[config.mk]
export PLATFORM = sky130hd
export DESIGN_NAME = jvs_engine
export DESIGN_NICKNAME = d
export VERILOG_FILES = /design/src/rtl/jvs_pkg.sv /design/src/rtl/jvs_halfclk.sv /design/src/rtl/jvs_ctrl.sv /design/src/rtl/jvs_regs.sv /design/src/rtl/jvs_engine.sv
export SDC_FILE = /design/constraint.sdc
export NUM_CORES = 1
export LEC_CHECK = 0
export ABC_AREA = 1
export BUFFER_PORTS_ARGS = -buffer_cell sky130_fd_sc_hd__buf_2
export CORE_MARGIN = 1
export CORE_UTILIZATION = 50
export DETAILED_ROUTE_END_ITERATION = 6
export PLACE_DENSITY = 0.7
export SLEW_MARGIN = 20
export SYNTH_ARGS = -nofsm -noshare
export SYNTH_HDL_FRONTEND = slang
export SYNTH_SLANG_ARGS = --single-unit
[constraint.sdc]
create_clock -name clk -period 2.2 [get_ports clk]
set_input_delay 0.33 -clock clk [delete_from_list [all_inputs] [get_ports clk]]
set_output_delay 0.33 -clock clk [all_outputs]
set_load 0.01 [all_outputs]
[src/rtl/jvs_pkg.sv]
package jvs_pkg;
    typedef enum logic [1:0] {
        ST_IDLE = 2'd0,
        ST_LOW  = 2'd1,
        ST_HIGH = 2'd2
    } jvs_state_e;

    localparam int ADDR_W = 3;
    localparam logic [ADDR_W-1:0] A_CTRL = 3'd0;
    localparam logic [ADDR_W-1:0] A_DIV  = 3'd1;
    localparam logic [ADDR_W-1:0] A_TMS  = 3'd2;
    localparam logic [ADDR_W-1:0] A_TDI  = 3'd3;
    localparam logic [ADDR_W-1:0] A_TDO  = 3'd4;
endpackage

[src/rtl/jvs_halfclk.sv]
// Counts system clocks within one TCK half; half_done marks its last clock.
module jvs_halfclk #(
    parameter int DIV_W = 8
) (
    input  logic             clk,
    input  logic             rst_n,
    input  logic             run,
    input  logic [DIV_W-1:0] div,
    output logic             half_done
);
    logic [DIV_W-1:0] cnt_q;

    assign half_done = run && (cnt_q == div);

    always_ff @(posedge clk or negedge rst_n) begin
        if (!rst_n) begin
            cnt_q <= '0;
        end else if (!run || half_done) begin
            cnt_q <= '0;
        end else begin
            cnt_q <= cnt_q + 1'b1;
        end
    end
endmodule

[src/rtl/jvs_ctrl.sv]
// Transfer sequencer: idle, low half, high half; counts remaining cycles.
module jvs_ctrl
    import jvs_pkg::*;
#(
    parameter int LEN_W = 8
) (
    input  logic             clk,
    input  logic             rst_n,
    input  logic             start,
    input  logic [LEN_W-1:0] start_len,
    input  logic             half_done,
    output logic             busy,
    output logic             tck,
    output logic             rise_stb,
    output logic             fall_stb,
    output logic [LEN_W-1:0] rem
);
    jvs_state_e       state_q, state_d;
    logic [LEN_W-1:0] rem_q;

    always_comb begin
        state_d = state_q;
        unique case (state_q)
            ST_IDLE: if (start)     state_d = ST_LOW;
            ST_LOW:  if (half_done) state_d = ST_HIGH;
            ST_HIGH: if (half_done) state_d = (rem_q == '0) ? ST_IDLE : ST_LOW;
            default:                state_d = ST_IDLE;
        endcase
    end

    always_ff @(posedge clk or negedge rst_n) begin
        if (!rst_n) begin
            state_q <= ST_IDLE;
        end else begin
            state_q <= state_d;
        end
    end

    always_comb begin
        busy     = (state_q != ST_IDLE);
        tck      = (state_q == ST_HIGH);
        rise_stb = (state_q == ST_LOW)  && half_done;
        fall_stb = (state_q == ST_HIGH) && half_done;
    end

    always_ff @(posedge clk or negedge rst_n) begin
        if (!rst_n) begin
            rem_q <= '0;
        end else if (start && (state_q == ST_IDLE)) begin
            rem_q <= start_len;
        end else if (fall_stb && (rem_q != '0)) begin
            rem_q <= rem_q - 1'b1;
        end
    end

    assign rem = rem_q;
endmodule

[src/rtl/jvs_regs.sv]
// Host register file: vectors shift in place, read mux, start decode.
module jvs_regs
    import jvs_pkg::*;
#(
    parameter int VEC_W = 32,
    parameter int LEN_W = 8,
    parameter int DIV_W = 8
) (
    input  logic              clk,
    input  logic              rst_n,
    input  logic              wr_en,
    input  logic [ADDR_W-1:0] addr,
    input  logic [VEC_W-1:0]  wdata,
    output logic [VEC_W-1:0]  rdata,
    input  logic              busy,
    input  logic              rise_stb,
    input  logic              fall_stb,
    input  logic              tdo_bit,
    output logic              start,
    output logic [LEN_W-1:0]  start_len,
    output logic [LEN_W-1:0]  len,
    output logic [DIV_W-1:0]  div,
    output logic              tms_bit,
    output logic              tdi_bit
);
    localparam int GO_BIT   = LEN_W;
    localparam int BUSY_BIT = LEN_W + 1;

    logic [LEN_W-1:0] len_q;
    logic [DIV_W-1:0] div_q;
    logic [VEC_W-1:0] tms_q, tdi_q, tdo_q;
    logic             wr_ok;

    assign wr_ok     = wr_en && !busy;
    assign start     = wr_ok && (addr == A_CTRL) && wdata[GO_BIT];
    assign start_len = wdata[LEN_W-1:0];

    always_ff @(posedge clk or negedge rst_n) begin
        if (!rst_n) begin
            len_q <= '1;
            div_q <= '0;
            tms_q <= '0;
            tdi_q <= '0;
            tdo_q <= '0;
        end else begin
            if (wr_ok) begin
                case (addr)
                    A_CTRL:  len_q <= wdata[LEN_W-1:0];
                    A_DIV:   div_q <= wdata[DIV_W-1:0];
                    A_TMS:   tms_q <= wdata;
                    A_TDI:   tdi_q <= wdata;
                    default: ;
                endcase
            end
            if (fall_stb) begin
                tms_q <= tms_q >> 1;
                tdi_q <= tdi_q >> 1;
            end
            if (rise_stb) begin
                tdo_q <= {tdo_bit, tdo_q[VEC_W-1:1]};
            end
        end
    end

    always_comb begin
        rdata = '0;
        case (addr)
            A_CTRL: begin
                rdata[LEN_W-1:0] = len_q;
                rdata[GO_BIT]    = busy;
                rdata[BUSY_BIT]  = busy;
            end
            A_DIV:   rdata[DIV_W-1:0] = div_q;
            A_TMS:   rdata = tms_q;
            A_TDI:   rdata = tdi_q;
            A_TDO:   rdata = tdo_q;
            default: rdata = '0;
        endcase
    end

    assign len     = len_q;
    assign div     = div_q;
    assign tms_bit = tms_q[0];
    assign tdi_bit = tdi_q[0];
endmodule

[src/rtl/jvs_engine.sv]
module jvs_engine #(
    parameter int VEC_W = 32,
    parameter int LEN_W = 8,
    parameter int DIV_W = 8
) (
    input  logic             clk,
    input  logic             rst_n,
    input  logic             wr_en,
    input  logic [2:0]       addr,
    input  logic [VEC_W-1:0] wdata,
    output logic [VEC_W-1:0] rdata,
    output logic             busy,
    output logic             tck_o,
    output logic             tms_o,
    output logic             tdi_o,
    input  logic             tdo_i
);
    logic             start, half_done, rise_stb, fall_stb;
    logic [LEN_W-1:0] start_len, len_w, rem;
    logic [DIV_W-1:0] div_w;

    jvs_regs #(.VEC_W(VEC_W), .LEN_W(LEN_W), .DIV_W(DIV_W)) u_regs (
        .clk(clk), .rst_n(rst_n), .wr_en(wr_en), .addr(addr),
        .wdata(wdata), .rdata(rdata), .busy(busy),
        .rise_stb(rise_stb), .fall_stb(fall_stb), .tdo_bit(tdo_i),
        .start(start), .start_len(start_len), .len(len_w), .div(div_w),
        .tms_bit(tms_o), .tdi_bit(tdi_o)
    );

    jvs_halfclk #(.DIV_W(DIV_W)) u_half (
        .clk(clk), .rst_n(rst_n), .run(busy), .div(div_w),
        .half_done(half_done)
    );

    jvs_ctrl #(.LEN_W(LEN_W)) u_ctrl (
        .clk(clk), .rst_n(rst_n), .start(start), .start_len(start_len),
        .half_done(half_done), .busy(busy), .tck(tck_o),
        .rise_stb(rise_stb), .fall_stb(fall_stb), .rem(rem)
    );
endmodule

Yosys cells after proc, flatten, opt, wreduce, memory -nomap -nowiden
Cells that the tools add are included.
- output and inout bits: 36
- bits of input ports: 39
- word-level logic and storage cells: 61
- bits in registers: 130
- eq/ne operators: 10
- add/sub/neg operators: 2
- reduce and logical (&&, ||, !) cells: 24
- muxes and demuxes: 17
- operator list (kind ; number):
    $mux 32 ; 6
    $pmux 22 s3 ; 1
    $pmux 8 s5 ; 1
    $mux 8 ; 3
    $reduce_bool 2->1 ; 5
    $add 8x1->8 const B ; 1
    $eq 8x8->1 ; 1
    $logic_and 1x1->1 ; 8
    $logic_not 8->1 ; 1
    $pmux 2 s4 ; 1
    $reduce_and 2->1 ; 4
    $reduce_bool 8->1 ; 1
    $sub 8x1->8 const B ; 1
    $eq 3x2->1 const B ; 2
    $mux 2 ; 3
    $ne 2x1->1 const B ; 3
    $pmux 2 s3 ; 1
    $eq 3x1->1 const B ; 1
    $eq 3x3->1 const B ; 1
    $logic_not 3->1 ; 1
    $reduce_and 3->1 ; 1
    $eq 2x1->1 const B ; 1
    $eq 2x2->1 const B ; 1
    $logic_not 2->1 ; 1
    3 further kinds ; 3

Logic depth before layout (Yosys ltp)
Gate-level depths: netlist of the first run.
- depth in word-level cells: 7
- gate-level depth with buffers: 12
- gate-level depth less buffers: 10

By module
A second synthesis of the first run with hierarchy kept.
- cells, all modules: 1016
- area total of the unflattened synthesis: 7265.7 um2
- by module, submodules not included (module ; seq. area each (um2) ; instances ; cells each ; area an instance (um2)):
    jvs_regs ; 2812.7 ; 1 ; 838 ; 6023.3
    jvs_ctrl ; 250.2 ; 1 ; 107 ; 728.2
    jvs_halfclk ; 200.2 ; 1 ; 71 ; 514.2

Least setup slack after synthesis of the first run
Ideal clock, no wire load.
- kind: input-to-output
- start point: input addr[0]
- end point: output rdata[1]
- path slack: 0.711 ns
- buffers on the path: 1
- arrival time: 1.159 ns
- stages on the path: 8
- data required time: 1.870 ns
- path through: inv_1 nand3_1 inv_1 clkbuf_1 nand2_1 nand2_1 a21oi_1 o211ai_1
- word-level cells in the longest chain between the ends: 2
- elaborated cells between the ends (all ways): 6
- those cells by class: eq/ne (4); mux (1); reduce/logical (1)
- RTL lines (element ; RTL line ; source):
    start: declaration ; jvs_engine.sv:9 ; input logic [2:0] addr,
    $eq 3x3->1 (tied with other cells) ; jvs_regs.sv:67 ; case (addr)
    $pmux 8 s5 * ; jvs_regs.sv:67 ;
    end: declaration ; jvs_engine.sv:11 ; output logic [VEC_W-1:0] rdata,
Every way passes the cells marked *; elsewhere a longest branch is shown, timed or not.

Final worst setup path of the first run
- start point: register u_regs.tdo_q[6]
- end point: output rdata[6]
- word-level cells in the longest chain between the ends: 1
- RTL lines (element ; RTL line ; source):
    start: declaration ; jvs_regs.sv:31 ; logic [VEC_W-1:0] tms_q, tdi_q, tdo_q;
    start signal: assignment ; jvs_regs.sv:60 ; tdo_q <= {tdo_bit, tdo_q[VEC_W-1:1]};
    $pmux 8 s5 ; jvs_regs.sv:67 ;
Every way passes these cells.

==> results.txt, run 1 <==
The run finished with clean final reports. The quantity of I/O buffers inserted on ports came out at 74. The final hold violation count was 0.

The post-layout net count came out at ~990. The total net switching power is 1180 uW. The clock tree from TritonCTS is built. The flop and latch count out of synthesis came out at 130. The relative contribution of the clock network to total power is 0.508. The element type at the critical path start is a flip-flop. The worst slew slack as a fraction of its limit is 0.567.

The leakage power came out at between 0.003 and 0.004 uW. The half-perimeter wire length after detailed placement came out at 12700 um. The class of the worst hold path is in -> reg. The final weighted congestion in routability-driven placement is about 0.89. The number of cells on the worst reg-to-reg path came out at 9.

The switching part of the total came out at 0.217. The net count after synthesis is ~940. Buffers inserted to repair hold after CTS numbered 1.

Entering global routing, the biggest net connects between 80 and 90 pins. In this run the mean area of a mapped cell was 7.88 um2. The total detailed-routing wirelength is 19100 um.

The via-per-instance ratio came out at 5.77. The number of antenna violations at the first check in global routing is 0. The number of pins with negative max-slew slack in the final report was 0. The count of nets left with antenna violations once routing finished came out at 0. The clock latency at the later pin of the worst-skew pair came out at 0.42 ns. The number of global-route vias before repair is just over 6000. The hold path depth came out at 3. The area used by multi-input combinational logic is about 0.0032 mm2.

Clock-pin slew was measured on the worst setup and hold paths at approximately 0.05 ns. In this run, the number of DRC markers left after iteration 0 of detailed routing was 560. The largest individual stage delay along the critical path comes from the cell sky130_fd_sc_hd__dfrtp_1.

The sequential power share came out at 0.439. The register-to-register path setup slack is 0.32 ns. The total die area is 0.0146 mm2. The count of synthesis-stage warnings from yosys is 0. The DRC violation count after routing is 0. The post-route clock skew came out at approximately 0.012 ns. The final antenna diode count came out at 0. Setup violations remaining at the end of the flow were counted as 0.

Of the available clock period, the critical path in the final layout requires 0.864. The data required time of the worst path came out at 1.87 ns. The global route total overflow came out at 0. The number of setup buffers added after CTS is 0. The clock net sink count came out at 130.

The total area inside the core boundary comes to approximately 0.014 mm2. The maximum buffer depth of the clock tree came out at 2. The top cell family by delay on the critical path is flip-flops.

The master cell of the clock root buffer is sky130_fd_sc_hd__clkbuf_16. The worst hold path terminates at u_regs.tdi_q[25]. The worst vdd rail ir drop came out at 578 uV. Counting every instance in the synthesized netlist gives 894. The internal power component is 4280 uW.

The critical path arrival is 1.57 ns. The register area is 0.00326 mm2. For the pin with the worst max-slew slack, the measured transition is 0.646 ns. The maximum single-stage delay on the critical path came out at 0.38 ns. The relative area change from synthesis to final layout came out at 15.8%. The total CTS buffers is 17. Subtracting the final worst setup slack from the clock period gives about 1.9 ns. For this configuration, the core starts out at a cell density of 0.521.

From bottom edge to top edge, the die measures 121 um. The critical path in this run is classified as reg -> out. The power density of the placed cells is between 600 and 700 mW/mm2. Before antenna repair, the detailed router went through 5 iterations.

The number of distinct library cells after synthesis is 33. The floorplan row count is 42. The total of max-cap violations came out at 0. The sequential element share of the synthesized area came out at 0.463. The first-pass GRT wire length came out at 31400 um.

The post-place instance area is 0.00756 mm2. The biggest fanout along the worst timing path is 2. Setup repair after global routing left no endpoint under its margin. The routed wirelength normalized by instance count is 16.8 um. The critical path goes through inv_1 -> nor2_1 -> a221oi_1 -> nand3_1 -> buf_2. The startpoint identified for the worst hold timing path is wdata[25]. In the final layout, the share of cells above drive strength 1 is 0.194.

Across every metal layer, demand over resource in global routing totals 0.277. The level count of the clock H-tree is 4. Fill cells in the final layout number roughly 1200. During I/O placement, the number of pins put on the boundary was 75. After routing the design area is 0.00815 mm2. The netlist area before placement is 0.00704 mm2. In this run, post-CTS repair resized a total of 0 instances.

The final-layout setup total negative slack is 0 ns. The routed layout has about 6600 vias. The maximum clock rate is 0.526 GHz. The share of total power dissipated in combinational logic is 0.053. The count of buffering cells on the critical path with inverters included came out at 2. The launch point of the worst reg-to-reg path is u_regs.div[5]. The endpoint identified for the worst register-to-register timing path is u_regs.tms_q[27]. The worst setup path is captured at an output pin. The die boundary width is 121 um.
tightest hold or removal path, cell delays in order:
cell and delay, ns:
sky130_fd_sc_hd__buf_2 0.09, sky130_fd_sc_hd__nand3_1 0.06, sky130_fd_sc_hd__nand3_1 0.06
logic make-up after synthesis:
kind of cell,Yosys count,share of synthesized area
AO/OA/AOI/OAI,99,0.0954
XOR/XNOR,7,0.00871
adder cells (fa/ha/maj),2,0.00355
buffers and inverters,139,0.0921
flip-flops,130,0.463
AND/OR/NAND/NOR,517,0.337
sequential cells by signal, indices dropped and copies added (netlist names):
register / cells
u_ctrl.rem: 8
u_ctrl.state_q: 2
u_half.cnt_q: 8
u_regs.div: 8
u_regs.len: 8
u_regs.tdi_q: 32
u_regs.tdo_q: 32
u_regs.tms_q: 32
cell type report:
| cell class | instances | area share |
|---|---|---|
| clock inverter | 5 | 0.00951 |
| timing repair buffer | 98 | 0.0778 |
| tap | 176 | 0.0270 |
| sequential | 130 | 0.400 |
| clock buffer | 27 | 0.0617 |
| inverter | 79 | 0.0364 |
| multi-input combinational | 625 | 0.387 |
routing by layer:
| layer | GRT usage | vias to the layer above | part of all wire |
|---|---|---|---|
| li1 | - | 3127 | - |
| met1 | 0.395 | 3164 | 0.45 |
| met2 | 0.422 | 268 | 0.46 |
| met3 | 0.0538 | 20 | 0.073 |
| met4 | 0.0965 | 0 | 0.015 |
| met5 | 0 | - | 0 |
worst max path at each step:
stage / startpoint / endpoint / slack [ns] / cells past startpoint
after global routing: u_half.cnt_q[0] / u_regs.tdi_q[26] / 0.19 / 9
after global placement: addr[0] / rdata[6] / 0.32 / 8
after floorplan: addr[0] / rdata[1] / 0.71 / 8
after detailed placement: addr[0] / rdata[6] / 0.31 / 8
after CTS: u_regs.tdo_q[6] / rdata[6] / 0.27 / 5
final: u_regs.tdo_q[6] / rdata[6] / 0.30 / 5
synth_stat cells (all sizes together):
cell	number	area share
clkinv	1	0.00053
inv	78	0.042
o211ai	29	0.031
clkbuf	27	0.014
a221oi	1	0.0012
xnor2	5	0.0062
buf	33	0.036
nor2	32	0.018
o2111ai	1	0.0012
dfstp	8	0.030
o21ai	54	0.051
o31ai	1	0.0011
nand4	3	0.0027
nor3	3	0.0028
a22oi	1	0.0011
a21oi	10	0.0071
a31oi	1	0.00089
nand2	200	0.11
o221ai	1	0.0012
ha	2	0.0036
nor3b	1	0.0011
dfrtp	122	0.43
nand3	278	0.20
xor2	2	0.0025
placed cells by master (no fill, tap or decap), types with 17 or more instances in the layout:
cell type / n
sky130_fd_sc_hd__clkbuf_16: 17
sky130_fd_sc_hd__nor2_1: 28
sky130_fd_sc_hd__inv_1: 73
sky130_fd_sc_hd__buf_4: 17
sky130_fd_sc_hd__nand2_2: 21
sky130_fd_sc_hd__o21ai_2: 23
sky130_fd_sc_hd__dfrtp_1: 122
sky130_fd_sc_hd__nand2_1: 178
sky130_fd_sc_hd__o211ai_1: 29
sky130_fd_sc_hd__nand3_1: 277
sky130_fd_sc_hd__buf_2: 73
sky130_fd_sc_hd__o21ai_0: 19
power by group through the flow:
stage / Clock [uW] / Sequential (uW) / Combinational (uW)
after global routing: 2910 / 2400 / 318
after detailed placement: 0 / 2440 / 290
after floorplan: 0 / 2440 / 98.3
after CTS: 2810 / 2400 / 294
final: 2780 / 2400 / 290
after global placement: 0 / 2440 / 292
metrics by stage:
step                std cells  hold WS (ns)  setup slack, ns   util  power, uW
floorplan                 894        0.0344            0.711      -       2540
global placement         1107         0.325            0.323  0.560       2730
detailed placement       1107         0.323            0.306  0.560       2730
CTS                      1140         0.153            0.272  0.604       5500
global route             1140         0.156            0.185  0.604       5630
finish                   1140         0.162            0.299  0.604       5470
(Power assumes the default switching activity.)
==> run 2, diff against run 1 <==
--- a/config.mk
+++ b/config.mk
@@ -10,8 +10,9 @@
 export CORE_MARGIN = 1
 export CORE_UTILIZATION = 50
 export DETAILED_ROUTE_END_ITERATION = 6
-export PLACE_DENSITY = 0.7
+export PLACE_DENSITY = 0.69
 export SLEW_MARGIN = 20
 export SYNTH_ARGS = -nofsm -noshare
 export SYNTH_HDL_FRONTEND = slang
+export SYNTH_HIERARCHICAL = 1
 export SYNTH_SLANG_ARGS = --single-unit
==> constraint.sdc (replaced) <==
create_clock -name clk -period 2.2 [get_ports clk]
set_input_delay 0.33 -clock clk [delete_from_list [all_inputs] [get_ports clk]]
set_output_delay 0.33 -clock clk [all_outputs]
set_load 0.005 [all_outputs]
==> results.txt, run 2 <==
The flow ran to the end, and the final reports show no timing, DRC or antenna violations. The post-layout net count came out at 1123 (+13%). The fraction of registers with async set or reset after synthesis is 1.00 (unchanged).

The hold path depth is 3 (unchanged). The total of endpoints with negative setup slack in the final report is 0 (unchanged). The global route total overflow is 0 (unchanged). The total net switching power is 3270 uW (+180%). The first-pass GRT wire length is 31400 um (+0.13%). The sequential element share of the synthesized area came out at 0.449 (-0.0144). The maximum buffer depth of the clock tree came to 2 (unchanged). The initial core utilization is 0.517 (-0.00389).

The share of the clock period used by the worst path came out at 0.930 (+0.0659). The clock transition at the registers of the reported paths came out at 0.06 ns (about the same). For hold timing, the worst endpoint is u_regs/tdo_q[31]. The mean area per synthesized cell came to 7.15 um2 (-9.2%). The critical hold path startpoint is tdo_i. The global-route usage over all layers came out at 0.273 (-0.00481). The clock latency at the later pin of the worst-skew pair is 0.43 ns (about the same). The overall via count from detail_route came out at 6851 (+4.1%). The internal power component came out at 6130 uW (+43%).

The measured slew at the worst slew-check pin came out at 0.620 ns (-0.0264 ns). The number of setup buffers added after CTS is 0 (unchanged). The clock tree from TritonCTS is built. The register-to-register path setup slack came out at 0.15 ns (-0.17 ns).

In this run the critical register-to-register path is launched from u_half/cnt_q[2]. The clock net sink count came out at 130 (unchanged). The total detailed-routing wirelength is 19600 um (+2.4%). Routed signal wires occupy layers up through met4. The share of post-route cells with drive strength above 1 came out at 0.178 (-0.0159). The number of global-route vias before repair came out at 6276 (+1.7%). The worst slew slack as a fraction of its limit came out at 0.587 (+0.0205). The half-perimeter wire length after detailed placement came out at 13000 um (+2.8%). The number of optimization iterations in the first detailed-route pass came out at 5 (unchanged). The worst setup path is of the reg -> reg kind. The quantity of I/O buffers inserted on ports was 74 (unchanged). The residual antenna-violating net count after detailed routing is 0 (unchanged). The routed wirelength normalized by instance count was 15.3 um (-8.5%).

The final weighted congestion in routability-driven placement came out at 0.863 (-3.3%). The instance count of the mapped netlist is 1016 (+14%). The maximum clock rate is 0.489 GHz (-7.1%).

The share of Yosys cell area claimed by the top area cell type is 0.420 (-0.0134). The endpoint kind of the worst setup timing path is a flip-flop. The die boundary width is 123 um (+1.6%). The leakage power came out at 0.00431 uW (+19%). The DRC violation count after routing is 0 (unchanged). The top flip-flop cell by instance count after synthesis is sky130_fd_sc_hd__dfrtp_1. The largest area contributor in the netlist is sky130_fd_sc_hd__dfrtp_1. The relative area change from synthesis to final layout is 18.0%. The setup slack at placement came to 0.0612 ns (-0.245 ns). The total CTS buffers was 17 (unchanged). The number of antenna violations at the first check in global routing came out at 0 (unchanged).

The maximum number of pins on one net before global-route repair is 64 (-21%). The post-route clock skew is 0.00731 ns (-0.00454 ns). The number of distinct library cells after synthesis was 33 (unchanged). The power density of the placed cells is 1100 mW/mm2 (+64%). The sequential power share came out at 0.445 (+0.006).

The total of max-cap violations is 0 (unchanged). The data required time of the worst path is 2.54 ns (+0.67 ns). The post-layout minimum cycle time is 2.05 ns (+0.145 ns). The level count of the clock H-tree was 4 (unchanged).

The worst hold path belongs to the class in -> reg. The endpoint identified for the worst register-to-register timing path is u_ctrl/rem[2]. The worst vdd rail ir drop came out at 693 uV (+20%).

The detailed-routed wire length on met3 came to 1080 um (-23%). The iteration-0 DRC count of the detailed router is 777 (+39%). The largest registers in the layout are u_regs/tdi_q: 32 flops, u_regs/tdo_q: 32 flops, u_regs/tms_q: 32 flops.

By area the synthesized netlist is led by sky130_fd_sc_hd__dfrtp_1, sky130_fd_sc_hd__nand2_1, sky130_fd_sc_hd__nand3_1. The least setup slack across all paths after layout was 0.154 ns (-0.145 ns). The number of pins with negative max-slew slack in the final report was 0 (unchanged). The vertical die dimension came out at 123 um (+1.6%). The count of boundary I/O pins is 75 (unchanged). By count the netlist is led by sky130_fd_sc_hd__nand2_1, sky130_fd_sc_hd__nand3_1, sky130_fd_sc_hd__dfrtp_1. The final hold slack came out at 0.144 ns (-0.0180 ns). The overall power consumption was 9400 uW (+72%).

The leading cell type by number of instances after synthesis is sky130_fd_sc_hd__nand2_1. The relative contribution of the clock network to total power is 0.297 (-0.211). The biggest fanout along the worst timing path came out at 63 (+61).

The count of synthesis-stage warnings from yosys is 6 (+6). The number of cells on the worst reg-to-reg path came out at 12 (+3). The switching part of the total is 0.348 (+0.131). The critical path arrival came out at 2.39 ns (+0.82 ns). The number of flops mapped to enable cells by yosys is 0 (unchanged).

The via-per-instance ratio is 5.37 (-6.9%). The area of the core region is 0.0140 mm2 (+4.0%). The final-layout setup total negative slack came out at 0 ns (unchanged). Leaving out fill and tap cells, the most frequent cell in the layout is sky130_fd_sc_hd__nand2_1. The netlist area before placement is 0.00727 mm2 (+3.2%). The total die area is 0.0150 mm2 (+3.1%). The root buffer cell chosen for the clock tree is sky130_fd_sc_hd__clkbuf_16. The floorplan row count is 43 (+2.4%). The utilization after layout came out at 0.611 (+0.00695). The detailed-route wire length on metal 1 is 8910 um (+3.5%).

The flop and latch count out of synthesis is 130 (unchanged). The net count after synthesis is 1057 (+13%). The element type at the critical path start is a flip-flop. The final antenna diode count is 0 (unchanged). The final hold violation count is 0 (unchanged).

The portion of total power attributed to combinational logic is 0.258 (+0.205). The detailed-routed wire length on met2 is 9350 um (+6.1%). The library cells used most frequently in the layout, excluding fill and tap cells, are sky130_fd_sc_hd__nand2_1, sky130_fd_sc_hd__nand3_1, sky130_fd_sc_hd__dfrtp_1.
run 2: power by group through the flow:
stage	Clock [uW]	Combinational (uW)	Sequential (uW)
2_1_floorplan	0	1710	3960
6_report	2790	2430	4180
3_3_place_gp	0	2310	4160
3_5_place_dp	0	2380	4170
5_1_grt	2930	2770	4300
4_1_cts	2820	2380	4160
run 2: stage by stage:
step / instance area, um2 / instances
floorplan: 7270 / 1016
global placement: 7940 / 1241
detailed placement: 7940 / 1241
CTS: 8530 / 1274
global route: 8580 / 1275
finish: 8580 / 1275
run 2: how the worst max path moves through the flow:
stage                            startpoint              end  slack [ns]  cells past startpoint
after global routing        u_half/cnt_q[2]    u_ctrl/rem[1]      -0.001                     12
after detailed placement    u_half/cnt_q[0]  u_regs/tdi_q[7]        0.06                     15
final                       u_half/cnt_q[2]    u_ctrl/rem[2]        0.15                     12
after floorplan           u_ctrl/state_q[1]    u_ctrl/rem[6]        0.09                     10
after CTS                   u_half/cnt_q[0]  u_regs/tdi_q[7]        0.04                     15
after global placement      u_half/cnt_q[2]  u_regs/tdi_q[7]        0.12                     13
run 2: area by class of cell:
class / count / area [um2]
clock inverters: 9 / 105
flip-flops and latches: 130 / 3260
repair buffers: 113 / 815
inverters: 66 / 250
clock buffers: 23 / 478
fillers: 1273 / 5470
well taps: 180 / 225
multi-input cells: 754 / 3440
run 2: worst max-delay path, stage by stage (launching register included):
cell and delay, ns:
sky130_fd_sc_hd__dfrtp_1 0.45, sky130_fd_sc_hd__xnor2_2 0.16, sky130_fd_sc_hd__nand2_1 0.07, sky130_fd_sc_hd__nor2_1 0.14, sky130_fd_sc_hd__nand2_2 0.10, sky130_fd_sc_hd__nor2_2 0.12
sky130_fd_sc_hd__inv_2 0.08, sky130_fd_sc_hd__nor2_4 0.15, sky130_fd_sc_hd__buf_12 0.28, sky130_fd_sc_hd__nand2_2 0.11, sky130_fd_sc_hd__nand2_4 0.13, sky130_fd_sc_hd__nand2_1 0.06
sky130_fd_sc_hd__o21ai_1 0.09
run 2: repair_timing:
item	CTS	global route
gates resized for setup	0	6
hold buffers	1	0
hold endpoints to repair	30	0
endpoints found under the setup margin	0	71
run 2: cell families (layout without fill, tap and decap cells):
group,after synthesis,after routing,synth area share
muxes,1,1,0.00155
buffers and inverters,132,211,0.0806
and+or+nand+nor,657,657,0.388
DFF,130,130,0.449
AOI/OAI and AO/OA,86,86,0.0677
adders and majority gates,2,2,0.00344
xor gates and xnor gates,8,8,0.00964
run 2: layer usage:
metal	vias up	GRT usage
met5	-	0
met4	0	0.0922
met2	220	0.442
met1	3216	0.371
li1	3395	-
met3	20	0.0437
==> run 3, diff against run 2 <==
==> constraint.sdc (replaced) <==
create_clock -name clk -period 2.2 [get_ports clk]
set_input_delay 0.44 -clock clk [delete_from_list [all_inputs] [get_ports clk]]
set_output_delay 0.44 -clock clk [all_outputs]
set_load 0.005 [all_outputs]
==> results.txt, run 3 (synthesis results as in run 2) <==
The routed wirelength normalized by instance count is 15.0 um (-2.4%). The overall via count from detail_route is 6840 (-0.16%). STA classifies the critical path endpoint as an output pin.

The biggest fanout along the worst timing path is 5 (-92%). The count of boundary I/O pins is 75 (unchanged). The global route total overflow is 0 (unchanged).

The switching part of the total was 0.342 (-0.00570). The most common cell after layout, fill and taps aside is sky130_fd_sc_hd__nand2_1. The first-pass GRT wire length was 31700 um (+0.77%). The total of max-cap violations came out at 0 (unchanged). The setup slack at placement is 0.0866 ns (+0.0254 ns).

The measured slew at the worst slew-check pin came out at 0.432 ns (-0.187 ns). The final antenna diode count is 0 (unchanged). The maximum number of pins on one net before global-route repair was 64 (unchanged). The internal power component came to 6230 uW (+1.6%). The total net switching power is 3240 uW (-0.91%).

The clock net sink count came out at 130 (unchanged). The via-per-instance ratio is 5.36 (-0.16%). The relative area change from synthesis to final layout came out at 18.2%. The iteration-0 DRC count of the detailed router came out at 489 (-37%). The leakage power is 0.00432 uW (+0.28%). The number of pins with negative max-slew slack in the final report was 0 (unchanged). The number of cells on the worst reg-to-reg path is 13 (+1). The number of antenna violations at the first check in global routing is 0 (unchanged). The half-perimeter wire length after detailed placement came out at 13100 um (+0.20%).

The post-layout minimum cycle time came out at 2.07 ns (+0.0217 ns). STA classifies the critical path startpoint as a flip-flop. The initial core utilization is 0.517 (unchanged). In the final layout, the registers with the most flip-flops are u_regs/tdi_q: 32 flops, u_regs/tdo_q: 32 flops, u_regs/tms_q: 32 flops.

The number of setup buffers added after CTS came to 0 (unchanged). The share of post-route cells with drive strength above 1 came to 0.181 (+0.00274). The final weighted congestion in routability-driven placement is 0.844 (-2.2%). The maximum buffer depth of the clock tree came out at 2 (unchanged). The share of the clock period used by the worst path came to 0.940 (+0.00988). The final hold slack came to 0.258 ns (+0.113 ns). The final hold violation count came out at 0 (unchanged). The total CTS buffers is 17 (unchanged). The level count of the clock H-tree is 4 (unchanged).

The post-place instance area is 0.00796 mm2 (+0.19%). The critical path arrival was 1.63 ns (-0.76 ns). The maximum clock rate came out at 0.484 GHz (-1.1%). The class of the worst hold path is in -> reg. The portion of total power attributed to combinational logic is 0.253 (-0.005).

The endpoint identified for the worst register-to-register timing path is u_regs/tms_q[1]. The critical path starts at u_ctrl/state_q[1]. The number of global-route vias before repair is 6356 (+1.3%).

The number of optimization iterations in the first detailed-route pass came out at 5 (unchanged). The post-layout net count is 1124 (+0.089%). The relative contribution of the clock network to total power came to 0.306 (+0.009).

The residual antenna-violating net count after detailed routing was 0 (unchanged). The total die area is 0.0150 mm2 (unchanged). The run finished with clean final reports. The vertical die dimension came out at 123 um (unchanged). In the layout the commonest cells are sky130_fd_sc_hd__nand2_1, sky130_fd_sc_hd__nand3_1, sky130_fd_sc_hd__dfrtp_1. CTS placed an instance of sky130_fd_sc_hd__clkbuf_16 at the clock tree root. The post-route clock skew was 0.00849 ns (+0.00119 ns). The register-to-register path setup slack came out at 0.18 ns (+0.03 ns). The clock latency at the later pin of the worst-skew pair is 0.42 ns (about the same). The endpoint of the worst setup timing path is rdata[8]. The power density of the placed cells is 1100 mW/mm2 (+0.62%). TritonCTS built the clock tree.

The area of the core region came out at 0.0140 mm2 (unchanged). The sequential power share is 0.441 (-0.004). The total of endpoints with negative setup slack in the final report came to 0 (unchanged).

The quantity of I/O buffers inserted on ports came out at 74 (unchanged). The cell area after layout came out at 0.00859 mm2 (+0.12%). The DRC violation count after routing came out at 0 (unchanged). The data required time of the worst path came out at 1.76 ns (-0.78 ns).

The least setup slack across all paths after layout is 0.132 ns (-0.0217 ns). The total detailed-routing wirelength came out at 19100 um (-2.4%). In this run the critical register-to-register path is launched from u_half/cnt_q[6].

The floorplan row count came out at 43 (unchanged). The global-route usage over all layers was 0.271 (-0.00110). The worst setup path is of the reg -> out kind. The clock transition at the registers of the reported paths is 0.05 ns (about the same). The worst vdd rail ir drop came out at 669 uV (-3.4%).

The worst slew slack as a fraction of its limit is 0.712 (+0.125). The die boundary width is 123 um (unchanged).
## run 3: cell types whose count changed in the layout (fill, tap and decap cells not counted), sizes merged
cell / before / now
bufinv: 2 / 3
clkinv: 3 / 4
buf: 111 / 113
clkbuf: 24 / 21
clkinvlp: 4 / 3
## run 3: routing by layer
layer,routed length [um],vias to the layer above,GRT usage
met5,0,-,0
met1,8840,3216,0.372
met2,9040,215,0.431
met3,952,21,0.0562
met4,282,0,0.0838
li1,-,3388,-
## run 3: worst min path at each step
stage,end,cells after the start,slack [ns],from
floorplan,u_ctrl/rem[0],0,0.14,rst_n
global placement,u_half/cnt_q[1],1,0.40,rst_n
detailed placement,u_half/cnt_q[1],1,0.41,rst_n
CTS,u_regs/tdo_q[31],3,0.23,tdo_i
global route,u_regs/tdo_q[31],3,0.27,tdo_i
finish,u_regs/tdo_q[31],3,0.26,tdo_i
## run 3: timing repair
action                                  in CTS  in global routing
endpoints found under the hold margin       26                  0
hold buffers                                 1                  0
gates resized for setup                      0                  8
endpoints found under the setup margin       0                 72
## run 3: final cells by class
cell class | instances | area [um2]
Tap cell | 180 | 225
Fill cell | 1296 | 5460
Timing Repair Buffer | 114 | 808
Sequential cell | 130 | 3260
Inverter | 66 | 250
Multi-Input combinational cell | 754 | 3430
Clock buffer | 21 | 470
Clock inverter | 10 | 133
## run 3: per-stage QoR
stage	utilization	setup TNS, ns	power, uW	cells
after detailed placement	0.567	0	6560	1243
after CTS	0.610	0	9500	1275
after global routing	0.611	-0.0131	10100	1275
after global placement	0.567	0	6510	1243
final	0.611	0	9470	1275
after floorplan	-	0	5660	1016
## run 3: power groups by stage
stage / Combinational, uW / Sequential, uW / Clock [uW]
3_5_place_dp: 2390 / 4170 / 0
2_1_floorplan: 1710 / 3960 / 0
6_report: 2400 / 4170 / 2900
5_1_grt: 2760 / 4290 / 3050
4_1_cts: 2400 / 4150 / 2950
3_3_place_gp: 2340 / 4170 / 0
## run 3: worst max-delay path, cell delays in order, from the launching register on
cell	delay [ns]
sky130_fd_sc_hd__dfrtp_1	0.41
sky130_fd_sc_hd__inv_2	0.10
sky130_fd_sc_hd__nand2_1	0.18
sky130_fd_sc_hd__nand3_1	0.17
sky130_fd_sc_hd__o21ai_0	0.09
sky130_fd_sc_hd__inv_1	0.05
sky130_fd_sc_hd__nand2_1	0.06
sky130_fd_sc_hd__buf_2	0.14
